File: src/rtl/ocu_pkg.sv
package ocu_pkg;
  localparam int OCU_CHANNELS = 5;
  localparam int OCU_CNT_W    = 16;
  localparam int OCU_ADDR_W   = 4;
  localparam int OCU_ACT_W    = 2;

  localparam logic [OCU_ADDR_W-1:0] ADDR_ACTION = 4'd5;
  localparam logic [OCU_ADDR_W-1:0] ADDR_ENABLE = 4'd6;
  localparam logic [OCU_ADDR_W-1:0] ADDR_FLAGS  = 4'd7;
  localparam logic [OCU_ADDR_W-1:0] ADDR_FORCE  = 4'd8;
  localparam logic [OCU_ADDR_W-1:0] ADDR_MMASK  = 4'd9;
  localparam logic [OCU_ADDR_W-1:0] ADDR_MDATA  = 4'd10;
  localparam logic [OCU_ADDR_W-1:0] ADDR_PINS   = 4'd11;

  typedef enum logic [OCU_ACT_W-1:0] {
    ACT_KEEP   = 2'b00,
    ACT_INVERT = 2'b01,
    ACT_LOW    = 2'b10,
    ACT_HIGH   = 2'b11
  } pinAction_e;

  typedef struct packed {
    logic [OCU_CHANNELS-1:0] cmpWr;
    logic                    actWr;
    logic                    enWr;
    logic                    flagClr;
    logic                    forceWr;
    logic                    maskWr;
    logic                    dataWr;
    logic [OCU_CNT_W-1:0]    wdata;
  } ocuStrobe_t;

  function automatic logic applyAction(input pinAction_e act, input logic cur);
    case (act)
      ACT_INVERT: applyAction = ~cur;
      ACT_LOW:    applyAction = 1'b0;
      ACT_HIGH:   applyAction = 1'b1;
      default:    applyAction = cur;
    endcase
  endfunction
endpackage

File: src/rtl/ocu_ctrl.sv
module ocu_ctrl
  import ocu_pkg::*;
(
  input  logic                  regWr,
  input  logic [OCU_ADDR_W-1:0] regAddr,
  input  logic [OCU_CNT_W-1:0]  regWdata,
  output ocuStrobe_t            strobe
);
  always_comb begin
    strobe         = '0;
    strobe.wdata   = regWdata;
    for (int i = 0; i < OCU_CHANNELS; i++) begin
      strobe.cmpWr[i] = regWr && (regAddr == OCU_ADDR_W'(i));
    end
    strobe.actWr   = regWr && (regAddr == ADDR_ACTION);
    strobe.enWr    = regWr && (regAddr == ADDR_ENABLE);
    strobe.flagClr = regWr && (regAddr == ADDR_FLAGS);
    strobe.forceWr = regWr && (regAddr == ADDR_FORCE);
    strobe.maskWr  = regWr && (regAddr == ADDR_MMASK);
    strobe.dataWr  = regWr && (regAddr == ADDR_MDATA);
  end
endmodule

File: src/rtl/ocu_datapath.sv
module ocu_datapath
  import ocu_pkg::*;
(
  input  logic                    clk,
  input  logic                    rstN,
  input  logic [OCU_CNT_W-1:0]    countIn,
  input  ocuStrobe_t              strobe,
  input  logic [OCU_ADDR_W-1:0]   regAddr,
  output logic [OCU_CNT_W-1:0]    regRdata,
  output logic [OCU_CHANNELS-1:0] pinReg,
  output logic [OCU_CHANNELS-1:0] flagReg,
  output logic [OCU_CHANNELS-1:0] enReg,
  output logic [OCU_CHANNELS-1:0] masterMask,
  output logic [OCU_CHANNELS-1:0] masterData,
  output logic [OCU_CHANNELS-1:0] matchEvt,
  output logic                    masterEvt,
  output logic                    irq
);
  localparam int ACT_BITS = OCU_CHANNELS * OCU_ACT_W;

  logic [OCU_CNT_W-1:0]    cmpReg [OCU_CHANNELS];
  logic [ACT_BITS-1:0]     actReg;
  logic [OCU_CNT_W-1:0]    prevCount;
  logic                    countMoved;
  logic [OCU_CHANNELS-1:0] forceVec;
  logic [OCU_CHANNELS-1:0] pinNext;
  logic [OCU_CHANNELS-1:0] clrVec;

  assign countMoved = (countIn != prevCount);
  assign forceVec   = strobe.forceWr ? strobe.wdata[OCU_CHANNELS-1:0] : '0;
  assign clrVec     = strobe.flagClr ? strobe.wdata[OCU_CHANNELS-1:0] : '0;
  assign masterEvt  = matchEvt[0] | forceVec[0];

  always_ff @(posedge clk or negedge rstN) begin
    if (!rstN) prevCount <= '0;
    else       prevCount <= countIn;
  end

  generate
    for (genvar g = 0; g < OCU_CHANNELS; g++) begin : gChan
      pinAction_e chanAct;
      logic       ownEvt;
      logic       ownLevel;

      assign chanAct     = pinAction_e'(actReg[g*OCU_ACT_W +: OCU_ACT_W]);
      assign matchEvt[g] = countMoved && (countIn == cmpReg[g]);
      assign ownEvt      = matchEvt[g] | forceVec[g];
      assign ownLevel    = ownEvt ? applyAction(chanAct, pinReg[g]) : pinReg[g];
      assign pinNext[g]  = (masterEvt && masterMask[g]) ? masterData[g] : ownLevel;

      always_ff @(posedge clk or negedge rstN) begin
        if (!rstN)                cmpReg[g] <= '0;
        else if (strobe.cmpWr[g]) cmpReg[g] <= strobe.wdata;
      end
    end
  endgenerate

  always_ff @(posedge clk or negedge rstN) begin
    if (!rstN) begin
      actReg     <= '0;
      enReg      <= '0;
      flagReg    <= '0;
      masterMask <= '0;
      masterData <= '0;
      pinReg     <= '0;
    end else begin
      if (strobe.actWr)  actReg     <= strobe.wdata[ACT_BITS-1:0];
      if (strobe.enWr)   enReg      <= strobe.wdata[OCU_CHANNELS-1:0];
      if (strobe.maskWr) masterMask <= strobe.wdata[OCU_CHANNELS-1:0];
      if (strobe.dataWr) masterData <= strobe.wdata[OCU_CHANNELS-1:0];
      flagReg <= (flagReg & ~clrVec) | matchEvt;
      pinReg  <= pinNext;
    end
  end

  assign irq = |(flagReg & enReg);

  always_comb begin
    regRdata = '0;
    if (regAddr < OCU_ADDR_W'(OCU_CHANNELS)) begin
      for (int i = 0; i < OCU_CHANNELS; i++) begin
        if (regAddr == OCU_ADDR_W'(i)) regRdata = cmpReg[i];
      end
    end else begin
      case (regAddr)
        ADDR_ACTION: regRdata[ACT_BITS-1:0]     = actReg;
        ADDR_ENABLE: regRdata[OCU_CHANNELS-1:0] = enReg;
        ADDR_FLAGS:  regRdata[OCU_CHANNELS-1:0] = flagReg;
        ADDR_MMASK:  regRdata[OCU_CHANNELS-1:0] = masterMask;
        ADDR_MDATA:  regRdata[OCU_CHANNELS-1:0] = masterData;
        ADDR_PINS:   regRdata[OCU_CHANNELS-1:0] = pinReg;
        default:     regRdata = '0;
      endcase
    end
  end
endmodule

File: src/rtl/ocu_top.sv
module ocu_top
  import ocu_pkg::*;
(
  input  logic                    clk,
  input  logic                    rstN,
  input  logic [OCU_CNT_W-1:0]    countIn,
  input  logic                    regWr,
  input  logic [OCU_ADDR_W-1:0]   regAddr,
  input  logic [OCU_CNT_W-1:0]    regWdata,
  output logic [OCU_CNT_W-1:0]    regRdata,
  output logic [OCU_CHANNELS-1:0] cmpPins,
  output logic                    irqOut
);
  ocuStrobe_t              strobe;
  logic [OCU_CHANNELS-1:0] flagReg;
  logic [OCU_CHANNELS-1:0] enReg;
  logic [OCU_CHANNELS-1:0] masterMask;
  logic [OCU_CHANNELS-1:0] masterData;
  logic [OCU_CHANNELS-1:0] matchEvt;
  logic                    masterEvt;

  ocu_ctrl u_ctrl (
    .regWr    (regWr),
    .regAddr  (regAddr),
    .regWdata (regWdata),
    .strobe   (strobe)
  );

  ocu_datapath u_dp (
    .clk        (clk),
    .rstN       (rstN),
    .countIn    (countIn),
    .strobe     (strobe),
    .regAddr    (regAddr),
    .regRdata   (regRdata),
    .pinReg     (cmpPins),
    .flagReg    (flagReg),
    .enReg      (enReg),
    .masterMask (masterMask),
    .masterData (masterData),
    .matchEvt   (matchEvt),
    .masterEvt  (masterEvt),
    .irq        (irqOut)
  );
endmodule

File: config.mk
export PLATFORM = sky130hd
export DESIGN_NAME = ocu_top
export DESIGN_NICKNAME = d
export VERILOG_FILES = /design/src/rtl/ocu_pkg.sv /design/src/rtl/ocu_ctrl.sv /design/src/rtl/ocu_datapath.sv /design/src/rtl/ocu_top.sv
export SDC_FILE = /design/constraint.sdc
export NUM_CORES = 1
export LEC_CHECK = 0
export ABC_AREA = 1
export ABC_CLOCK_PERIOD_IN_PS = 1400
export BUFFER_PORTS_ARGS = -buffer_cell sky130_fd_sc_hd__buf_2
export CAP_MARGIN = 25
export CORE_MARGIN = 3
export CORE_UTILIZATION = 40
export DETAILED_ROUTE_END_ITERATION = 16
export GPL_TIMING_DRIVEN = 1
export PLACE_DENSITY = 0.58
export REMOVE_ABC_BUFFERS = 1
export SYNTH_ARGS = -nofsm -noshare
export SYNTH_HDL_FRONTEND = slang
export SYNTH_SLANG_ARGS = --single-unit
File: constraint.sdc
create_clock -name clk -period 1.4 [get_ports clk]
set_input_delay 0.28 -clock clk [delete_from_list [all_inputs] [get_ports clk]]
set_output_delay 0.28 -clock clk [all_outputs]
set_load 0.02 [all_outputs]
==> results of run 1 <==
-- kinds of logic (layout without fill, tap and decap cells) --
| kind of cell | after synthesis | after routing | synth area share [%] |
|---|---|---|---|
| AO/OA/AOI/OAI | 171 | 171 | 13.4 |
| buffers and inverters | 122 | 407 | 7.90 |
| adder cells (fa/ha/maj) | 3 | 3 | 0.527 |
| XOR/XNOR | 71 | 71 | 8.72 |
| flip-flops | 131 | 131 | 46.0 |
| AND/OR/NAND/NOR | 419 | 420 | 23.5 |
-- sequential cells by signal, indices dropped and copies added, names as in the netlist --
signal	count
u_dp.enReg	5
u_dp.masterData	5
u_dp.masterMask	5
u_dp.actReg	10
u_dp.cmpReg	80
u_dp.flagReg	5
u_dp.prevCount	16
u_dp.pinReg	5
-- critical path, delay by kind of cell (launching register included) --
kind,cells,cell delay (ns)
buf+inv,2,0.30
flops,1,0.40
simple gates,1,0.15
compound gates,2,0.33
-- cells in the mapped netlist (all sizes together) --
| master | n | area share [%] |
|---|---|---|
| dfrtp | 131 | 46 |
| nand3 | 15 | 1.1 |
| inv | 82 | 4.3 |
| o2111ai | 4 | 0.49 |
| a22o | 9 | 1.1 |
| a31oi | 5 | 0.44 |
| clkbuf | 16 | 0.84 |
| a21oi | 13 | 0.91 |
| ha | 3 | 0.53 |
| nand2 | 325 | 17 |
| nor2 | 61 | 3.4 |
| o22ai | 2 | 0.18 |
| a221oi | 8 | 0.98 |
| o31ai | 1 | 0.11 |
| or2 | 4 | 0.35 |
| o21ai | 127 | 8.9 |
| xor2 | 3 | 0.37 |
| a22oi | 1 | 0.11 |
| nor3 | 5 | 0.42 |
| nand4 | 9 | 0.79 |
| xnor2 | 68 | 8.4 |
| o211a | 1 | 0.14 |
| buf | 24 | 2.7 |
-- power by group through the flow --
stage	Clock (W)	Sequential, W	Combinational, W
after floorplan	0	0.00513	0.00156
after global placement	0	0.00505	0.00348
after detailed placement	0	0.00506	0.00352
after CTS	0.00445	0.00501	0.00420
after global routing	0.00463	0.00513	0.00492
final	0.00440	0.00505	0.00447
-- final cells by class --
type | instances | area share (%)
multi-input cells | 665 | 35.1
well taps | 225 | 2.63
repair buffers | 294 | 23.4
flip-flops and latches | 131 | 30.6
clock inverters | 10 | 0.993
clock buffers | 21 | 4.39
inverters | 82 | 2.93
-- how the worst max path moves through the flow --
stage                          startpoint        endpoint  slack, ns  cells past startpoint
after floorplan                regAddr[2]    regRdata[10]      -0.48                      6
after global placement         countIn[8]  u_dp.pinReg[1]      -0.46                     15
after detailed placement       countIn[8]  u_dp.pinReg[1]      -0.48                     15
after CTS                 u_dp.cmpReg[68]     regRdata[4]      -0.49                      5
after global routing      u_dp.cmpReg[74]  u_dp.pinReg[2]      -0.58                     13
final                     u_dp.cmpReg[71]     regRdata[7]      -0.48                      5
-- stage by stage --
| step | setup WS [ns] | area, µm² | hold slack (ns) |
|---|---|---|---|
| after floorplan | -0.476 | 6870 | -0.0156 |
| after global placement | -0.461 | 9050 | 0.201 |
| after detailed placement | -0.482 | 9050 | 0.201 |
| after CTS | -0.490 | 10400 | 0.0227 |
| after global routing | -0.575 | 10700 | 0.0307 |
| final | -0.482 | 10700 | 0.0355 |
-- cell usage in the layout, fill, tap and decap left out, drive strengths merged --
master and instances:
a21oi 13, a221oi 8, a22o 9, a22oi 1, a31oi 5, buf 293, bufinv 2, clkbuf 21
clkinv 6, clkinvlp 2, dfrtp 131, dlygate4sd3 1, ha 3, inv 82, nand2 326, nand3 15
nand4 9, nor2 61, nor3 5, o2111ai 4, o211a 1, o21ai 127, o22ai 2, o31ai 1
or2 4, xnor2 68, xor2 3
-- routing by layer --
metal  share of wire [%]  routed length, µm  global-route usage [%]  up-vias
li1                    -                  -                       -     3483
met4                 1.5                350                    5.66        2
met1                  45              10500                    33.1     3390
met3                 4.4               1040                    5.12       31
met2                  49              11500                    40.3      186
met5               0.056                 13                       0        -
-- repair_timing --
item,in CTS,in global routing
pin swaps,57,48
endpoints found under the hold margin,26,0
setup endpoints to repair,27,29
gates cloned,1,0
buffers inserted,42,5
hold buffers,1,0
gates resized for setup,134,77
==> out/results.tsv, run 1 <==
metric	value	unit
status	finished with violations	
violations	setup timing	
die_h	140	µm
layout-area-overhead-vs-synth	50.2	%
synth-seq-area-share	46.0	%
period_needed	1.88	ns
hp-class	primary input to flip-flop	
dieArea	19500	µm²
finalSetupTns	-9.18	ns
seq_power_share	36.3	%
synth.avg_cell_area	7.77	µm²
netlist_area	7130	µm²
cts_sinks	131	
cp_slowest_cell	dfrtp_1	
nNetsFinal	1233	
ios	61	
arrival	1.60	ns
die_w	140	µm
cp.required	1.12	ns
final_util	61.7	%
timing.fmax	0.531	GHz
cts_root_buf	clkbuf_16	
multi_input_area	3760	µm²
clkPwrFrac	31.6	%
worstPathMaxFanout	2	
r2r_cells	13	
antenna_found_initial	1	
cp_slowest_stage_delay	0.40	ns
reg2reg_slack	-0.45	ns
fin_ws	-0.482	ns
min_from	countIn[1]	
p_sw_share	30.7	%
diodes	0	
grt_usage	24.4	%
rsz0062_at_grt	true	
ant_nets	0	
fin_skew	0.00600	ns
drive_gt1_share	38.6	%
ctsHtreeMaxLevel	4	
clkTransAtPathRegs	0.05	ns
drt_pass1_iterations	5	
cts_tree	yes	
vias	7092	
yosysWarningCount	0	
setup_viol	24	
fillers	1479	
intPower	0.00965	W
peakVddDrop	1010	µV
p_leak	5.32	nW
wirelength	23400	µm
avgRoutedWirePerCell	16.4	µm
start_util	41.1	%
worst_slew_pin_slew	0.352	ns
core	17400	µm²
path_common_cell	buf_6	
report.final.slew_viol_count	0	
synthCells	917	
cp-end-kind	primary output	
combPwrFrac	32.1	%
clk_latency	0.42	ns
relSlewSlack	76.5	%
post-route-period-util	134	%
cts_made_buffers	17	
grt_max_degree	33	
startpoint_type	flip-flop	
regArea	3280	µm²
finalNonFillerCells	1428	
worstReg2RegEnd	u_dp.pinReg[3]	
grt_pass1_vias	7012	
drtIter0Drc	574	
portBuffers	60	
drv_cap	0	
place_hpwl	16300	µm
hold_end	u_dp.prevCount[1]	
dp.cells	1350	
grt_pass1_wl	37200	µm
worstSetupPathType	flip-flop to primary output	
p_total	0.0139	W
p_sw	0.00427	W
p_per_area	1300	nW/µm²
min_path_cells	1	
ys_seq_elements	131	
cp_cell_sequence	buf_6 -> a22o_1 -> a21oi_1 -> nand4_1 -> buf_6	
reg2reg_from	u_dp.cmpReg[71]	
finalWeightedCongestion	0.881	
synth.distinct_cells	31	
grt-ovfl-total	0	
num_rows	48	
via_per_inst	4.97	
drc_errors	0	
finalHoldViolations	0	
clockBufferDepth	2	
(Power assumes the default switching activity.)
==> run 2, diff against run 1 <==
TNS_END_PERCENT = 5   (was unset)
==> run 2 against run 1 <==
Compared with the run above:
- the flow still finishes with violations (setup timing)
- global-route usage decreased by 1.4 points
- critical endpoint unchanged
- via count decreased by 4.3%
- sequential power about the same
- largest cell class unchanged
- highest routed layer unchanged
==> out/results.tsv, run 2 (synthesis gave the netlist of run 1 again) <==
metric	value	unit	change
cts_sinks	131		unchanged
fin_skew	0.00722	ns	+0.00122 ns
intPower	0.00920	W	-4.7%
clockBufferDepth	2		unchanged
drtIter0Drc	449		-22%
worstReg2RegEnd	u_dp.pinReg[3]		
antenna_found_initial	1		unchanged
fillers	1630		+10%
drc_errors	0		unchanged
grt-ovfl-total	0		unchanged
fin_ws	-0.491	ns	-0.00967 ns
final_util	56.9	%	-4.8 points
largest_register_ffs	80		unchanged
status	finished with violations		
reg2reg_slack	-0.36	ns	+0.09 ns
grt_pass1_wl	35100	µm	-5.5%
rsz0062_at_grt	true		
reg2reg_from	u_dp.cmpReg[25]		
grt_max_degree	33		unchanged
violations	setup timing		
reg_top3	u_dp.cmpReg: 80 flops, u_dp.prevCount: 16 flops, u_dp.actReg: 10 flops		
core	17400	µm²	unchanged
clkTransAtPathRegs	0.06	ns	about the same
peakVddDrop	1020	µV	+0.55%
largest-register	u_dp.cmpReg		
seq_power_share	38.1	%	+1.8 points
clkPwrFrac	33.4	%	+1.8 points
r2r_cells	11		-2
nNetsFinal	1195		-3.1%
via_per_inst	4.88		-1.7%
cts_tree	yes		
p_sw_share	30.2	%	-0.49 points
finalWeightedCongestion	0.881		unchanged
worstSetupPathType	flip-flop to primary output		
layout-area-overhead-vs-synth	38.6	%	
drive_gt1_share	29.6	%	-9.0 points
min_path_cells	1		unchanged
grt_usage	23.0	%	-1.4 points
clk_latency	0.42	ns	about the same
num_rows	48		unchanged
avgRoutedWirePerCell	15.6	µm	-5.0%
place_hpwl	16300	µm	unchanged
combPwrFrac	28.5	%	-3.6 points
start_util	41.1	%	unchanged
wirelength	21600	µm	-7.6%
dieArea	19500	µm²	unchanged
report.final.slew_viol_count	0		unchanged
drt_pass1_iterations	5		unchanged
finalSetupTns	-9.00	ns	+0.181 ns
p_per_area	1330	nW/µm²	+2.6%
setup_viol	23		-4.2%
period_needed	1.89	ns	+0.00967 ns
worstPathMaxFanout	2		unchanged
diodes	0		unchanged
arrival	1.61	ns	about the same
hp-class	primary input to flip-flop		
die_h	140	µm	unchanged
worst_slew_pin_slew	0.359	ns	+0.00649 ns
min_from	countIn[1]		
cp.required	1.12	ns	about the same
startpoint_type	flip-flop		
final_common_cell	nand2_1		
vias	6789		-4.3%
portBuffers	60		unchanged
cts_made_buffers	17		unchanged
hold_end	u_dp.prevCount[1]		
post-route-period-util	135	%	+0.69 points
ios	61		unchanged
grt_pass1_vias	6667		-4.9%
finalHoldViolations	0		unchanged
p_leak	4.94	nW	-7.2%
cts_root_buf	clkbuf_16		
p_sw	0.00398	W	-6.9%
die_w	140	µm	unchanged
ctsHtreeMaxLevel	4		unchanged
timing.fmax	0.529	GHz	-0.51%
relSlewSlack	76.1	%	-0.43 points
final_cell_mix	317 x nand2_1, 182 x buf_4, 131 x dfrtp_1, 122 x o21ai_0, 68 x xnor2_1		
cp-end-kind	primary output		
ant_nets	0		unchanged
drv_cap	0		unchanged
p_total	0.0132	W	-5.4%
-- run 2: final cells by class --
| cell class | count | area, µm² | area share (%) |
|---|---|---|---|
| timing repair buffer | 257 | 2040 | 20.6 |
| tap | 225 | 282 | 2.85 |
| clock buffer | 21 | 470 | 4.76 |
| clock inverter | 10 | 106 | 1.08 |
| multi-input combinational | 664 | 3400 | 34.4 |
| inverter | 82 | 308 | 3.12 |
| sequential | 131 | 3280 | 33.2 |
-- run 2: worst max path at each step --
stage,start,endpoint,slack (ns),depth (start not counted)
final,u_dp.cmpReg[71],regRdata[7],-0.49,5
after global routing,u_dp.cmpReg[68],regRdata[4],-0.56,5
after CTS,u_dp.cmpReg[68],regRdata[4],-0.49,5
after detailed placement,countIn[8],u_dp.pinReg[1],-0.48,15
after global placement,countIn[8],u_dp.pinReg[1],-0.46,15
after floorplan,regAddr[2],regRdata[10],-0.48,6
-- run 2: metrics by stage --
stage / std cells / hold WS [ns] / setup slack, ns / instance area (µm²)
after floorplan: 877 / -0.0156 / -0.476 / 6870
after global placement: 1350 / 0.201 / -0.461 / 9050
after detailed placement: 1350 / 0.201 / -0.482 / 9050
after CTS: 1390 / 0.0227 / -0.490 / 9850
after global routing: 1390 / 0.0285 / -0.558 / 9880
final: 1390 / 0.0343 / -0.491 / 9880
-- run 2: power by group through the flow --
stage               clock network [W]  registers, W  logic [W]
detailed placement                  0       0.00506    0.00352
finish                        0.00440       0.00502    0.00375
CTS                           0.00445       0.00501    0.00375
floorplan                           0       0.00513    0.00156
global route                  0.00464       0.00512    0.00419
global placement                    0       0.00505    0.00348
-- run 2: routing by layer --
metal	wire length (µm)	global-route usage [%]
met4	328	5.82
met5	13	0
met3	1080	4.88
met2	10200	37.0
met1	9970	31.9
-- run 2: what timing repair did --
| action | CTS | global route |
|---|---|---|
| hold endpoints to repair | 26 | 0 |
| pin swaps | 16 | 5 |
| setup endpoints to repair | 27 | 30 |
| hold buffers | 1 | 0 |
| resized for setup | 47 | 9 |
| setup buffers | 8 | 0 |
-- run 2: critical path, cell delays in order (launching register included) --
cell	delay (ns)
dfrtp_1	0.38
buf_4	0.14
a22o_1	0.21
a21oi_1	0.12
nand4_1	0.15
buf_4	0.19
==> run 3, diff against run 2 <==
CORE_UTILIZATION = 46   (was 40)
PLACE_DENSITY = 0.66   (was 0.58)
SETUP_SLACK_MARGIN = 0.15   (was unset)
==> run 3 against run 2 <==
Compared with the run above:
- the run still ends with setup timing left
- sequential share of layout area increased by 0.055 points
- sequential power rose by 1%
- via count shrank 0.12%
- register-to-register slack worse by 0.03 ns
- sequential cell count unchanged
- global-route usage rose by 3.5 points
- maximum frequency shrank 1.5%
- wire length decreased by 0.25%
- core utilization increased by 9.4 points
- cell area is 0.16% lower
==> out/results.tsv, run 3 (synthesis gave the netlist of run 1 again) <==
metric	value	unit	change
p_per_area	1430	nW/µm²	+7.5%
drt_pass1_iterations	5		unchanged
final_cell_mix	312 x nand2_1, 144 x buf_4, 131 x dfrtp_1, 120 x o21ai_0, 64 x xnor2_1		
hp-class	primary input to flip-flop		
clk_latency	0.43	ns	about the same
fin_skew	0.00947	ns	+0.00224 ns
startpoint_type	flip-flop		
antenna_found_initial	0		-1
period_needed	1.92	ns	+0.0288 ns
start_util	48.0	%	+6.9 points
worstPathMaxFanout	2		unchanged
worstReg2RegEnd	u_dp.pinReg[2]		
cp_slowest_stage_delay	0.40	ns	+0.02 ns
dieArea	17000	µm²	-12%
grt_pass1_wl	34200	µm	-2.7%
reg2reg_from	u_dp.cmpReg[71]		
avgRoutedWirePerCell	16.4	µm	+5.2%
ctsHtreeMaxLevel	4		unchanged
place_hpwl	15600	µm	-4.0%
finalWeightedCongestion	0.916		+4.1%
largest_register_ffs	80		unchanged
peakVddDrop	894	µV	-12%
layout-area-overhead-vs-synth	38.3	%	
worst_slew_pin_slew	0.358	ns	-0.00132 ns
grt_max_degree	39		+18%
relSlewSlack	75.9	%	-0.16 points
cts_sinks	131		unchanged
dp.cells	1277		-5.4%
setup_viol	24		+4.3%
path_buf_inv	2		unchanged
post-route-period-util	137	%	+2.1 points
vias	6781		-0.12%
fillers	1251		-23%
num_rows	44		-8.3%
cts_root_buf	clkbuf_16		
post_dp_cell_area	8720	µm²	-3.6%
core	14900	µm²	-14%
clkTransAtPathRegs	0.06	ns	about the same
fin_ws	-0.520	ns	-0.0288 ns
p_leak	4.87	nW	-1.4%
stdcell_area	9860	µm²	-0.16%
cp_slowest_cell	dfrtp_1		
die_w	130	µm	-6.5%
cts_tree	yes		
crit_family	flip-flops		
finalHoldViolations	0		unchanged
clockBufferDepth	2		unchanged
diodes	0		unchanged
ios	61		unchanged
r2r_cells	13		+2
wirelength	21600	µm	-0.25%
grt_pass1_vias	6653		-0.21%
min_path_cells	1		unchanged
violations	setup timing		
finalNonFillerCells	1318		-5.2%
min_from	countIn[12]		
cp-end-kind	primary output		
ant_nets	0		unchanged
die_h	130	µm	-6.5%
grt-ovfl-total	0		unchanged
arrival	1.64	ns	+0.03 ns
timing.fmax	0.521	GHz	-1.5%
portBuffers	60		unchanged
hold_end	u_dp.prevCount[12]		
status	finished with violations		
final_util	66.3	%	+9.4 points
drc_errors	0		unchanged
cts_made_buffers	17		unchanged
finalSetupTns	-9.25	ns	-0.251 ns
dp_slack	-0.493	ns	-0.0107 ns
reg2reg_slack	-0.39	ns	-0.03 ns
cp.required	1.12	ns	about the same
rsz0062_at_grt	true		
nNetsFinal	1163		-2.7%
reg_top3	u_dp.cmpReg: 80 flops, u_dp.prevCount: 16 flops, u_dp.actReg: 10 flops		
multi_input_area	3520	µm²	+3.6%
drv_cap	0		unchanged
regArea	3280	µm²	unchanged
drive_gt1_share	30.0	%	+0.37 points
cp_cell_sequence	buf_4 -> a22o_1 -> a21oi_2 -> nand4_1 -> buf_6		
via_per_inst	5.14		+5.3%
worstSetupPathType	flip-flop to primary output		
final_common_cell	nand2_1		
report.final.slew_viol_count	0		unchanged
drtIter0Drc	614		+37%
grt_usage	26.6	%	+3.5 points
largest-register	u_dp.cmpReg		
run 3: cell types whose count changed in the layout (fill, tap and decap cells not counted), moves of 5 or more:
cell,change
nor2_1,-11
nand2_1,-5
buf_4,-38
bufinv_16,+5
nor2_2,+9
buf_6,+12
nand2_2,+5
run 3: area by class of cell:
cell class | instances | area share [%]
repair buffers | 225 | 18.5
multi-input cells | 664 | 35.7
flip-flops and latches | 131 | 33.2
inverters | 82 | 3.12
clock buffers | 19 | 4.59
well taps | 184 | 2.33
clock inverters | 13 | 2.56
run 3: worst max path at each step:
stage                endpoint  slack [ns]  cells past startpoint             from
6_report          regRdata[7]       -0.52                      5  u_dp.cmpReg[71]
5_1_grt           regRdata[7]       -0.53                      5  u_dp.cmpReg[71]
4_1_cts           regRdata[0]       -0.49                      5  u_dp.cmpReg[64]
3_5_place_dp   u_dp.pinReg[2]       -0.49                     14      countIn[10]
3_3_place_gp      regRdata[4]       -0.43                      9       regAddr[0]
2_1_floorplan    regRdata[10]       -0.48                      6       regAddr[2]
run 3: report_power, final:
group	total, W	switching (W)	internal, W
clock	0.00534	0.00173	0.00361
sequential	0.00507	0.000573	0.00450
combinational	0.00373	0.00180	0.00193
total	0.0141	0.00410	0.0100
run 3: timing repair:
item / CTS / global route
gates cloned: 0 / 0
pin swaps: 17 / 12
resized for setup: 72 / 32
hold buffers: 1 / 0
setup endpoints to repair: 34 / 80
hold endpoints to repair: 26 / 0
setup buffers: 4 / 4
run 3: metal layers:
metal	vias to the layer above	track usage, %	wire length [µm]
met5	-	0	0
met4	0	9.56	514
met3	37	4.80	1140
met2	210	41.6	10000
met1	3195	37.2	9900
li1	3339	-	-
run 3: per-stage QoR:
| step | total power [W] | hold WS, ns |
|---|---|---|
| finish | 0.0141 | 0.0525 |
| global route | 0.0148 | 0.0481 |
| CTS | 0.0140 | 0.0469 |
| detailed placement | 0.00840 | 0.191 |
| global placement | 0.00832 | 0.191 |
| floorplan | 0.00669 | -0.0156 |
run 3: worst register-to-register path, cell delays in order (launching register included):
cell and delay (ns):
dfrtp_1 0.40, buf_4 0.15, xnor2_1 0.14, nand2_1 0.08
nor2_2 0.18, nand2_2 0.09, nor2_4 0.14, nand2_4 0.10
nand2_8 0.12, nand2_2 0.07, nand2_1 0.06, nand2_1 0.05
nand2_1 0.06, nand2_1 0.04
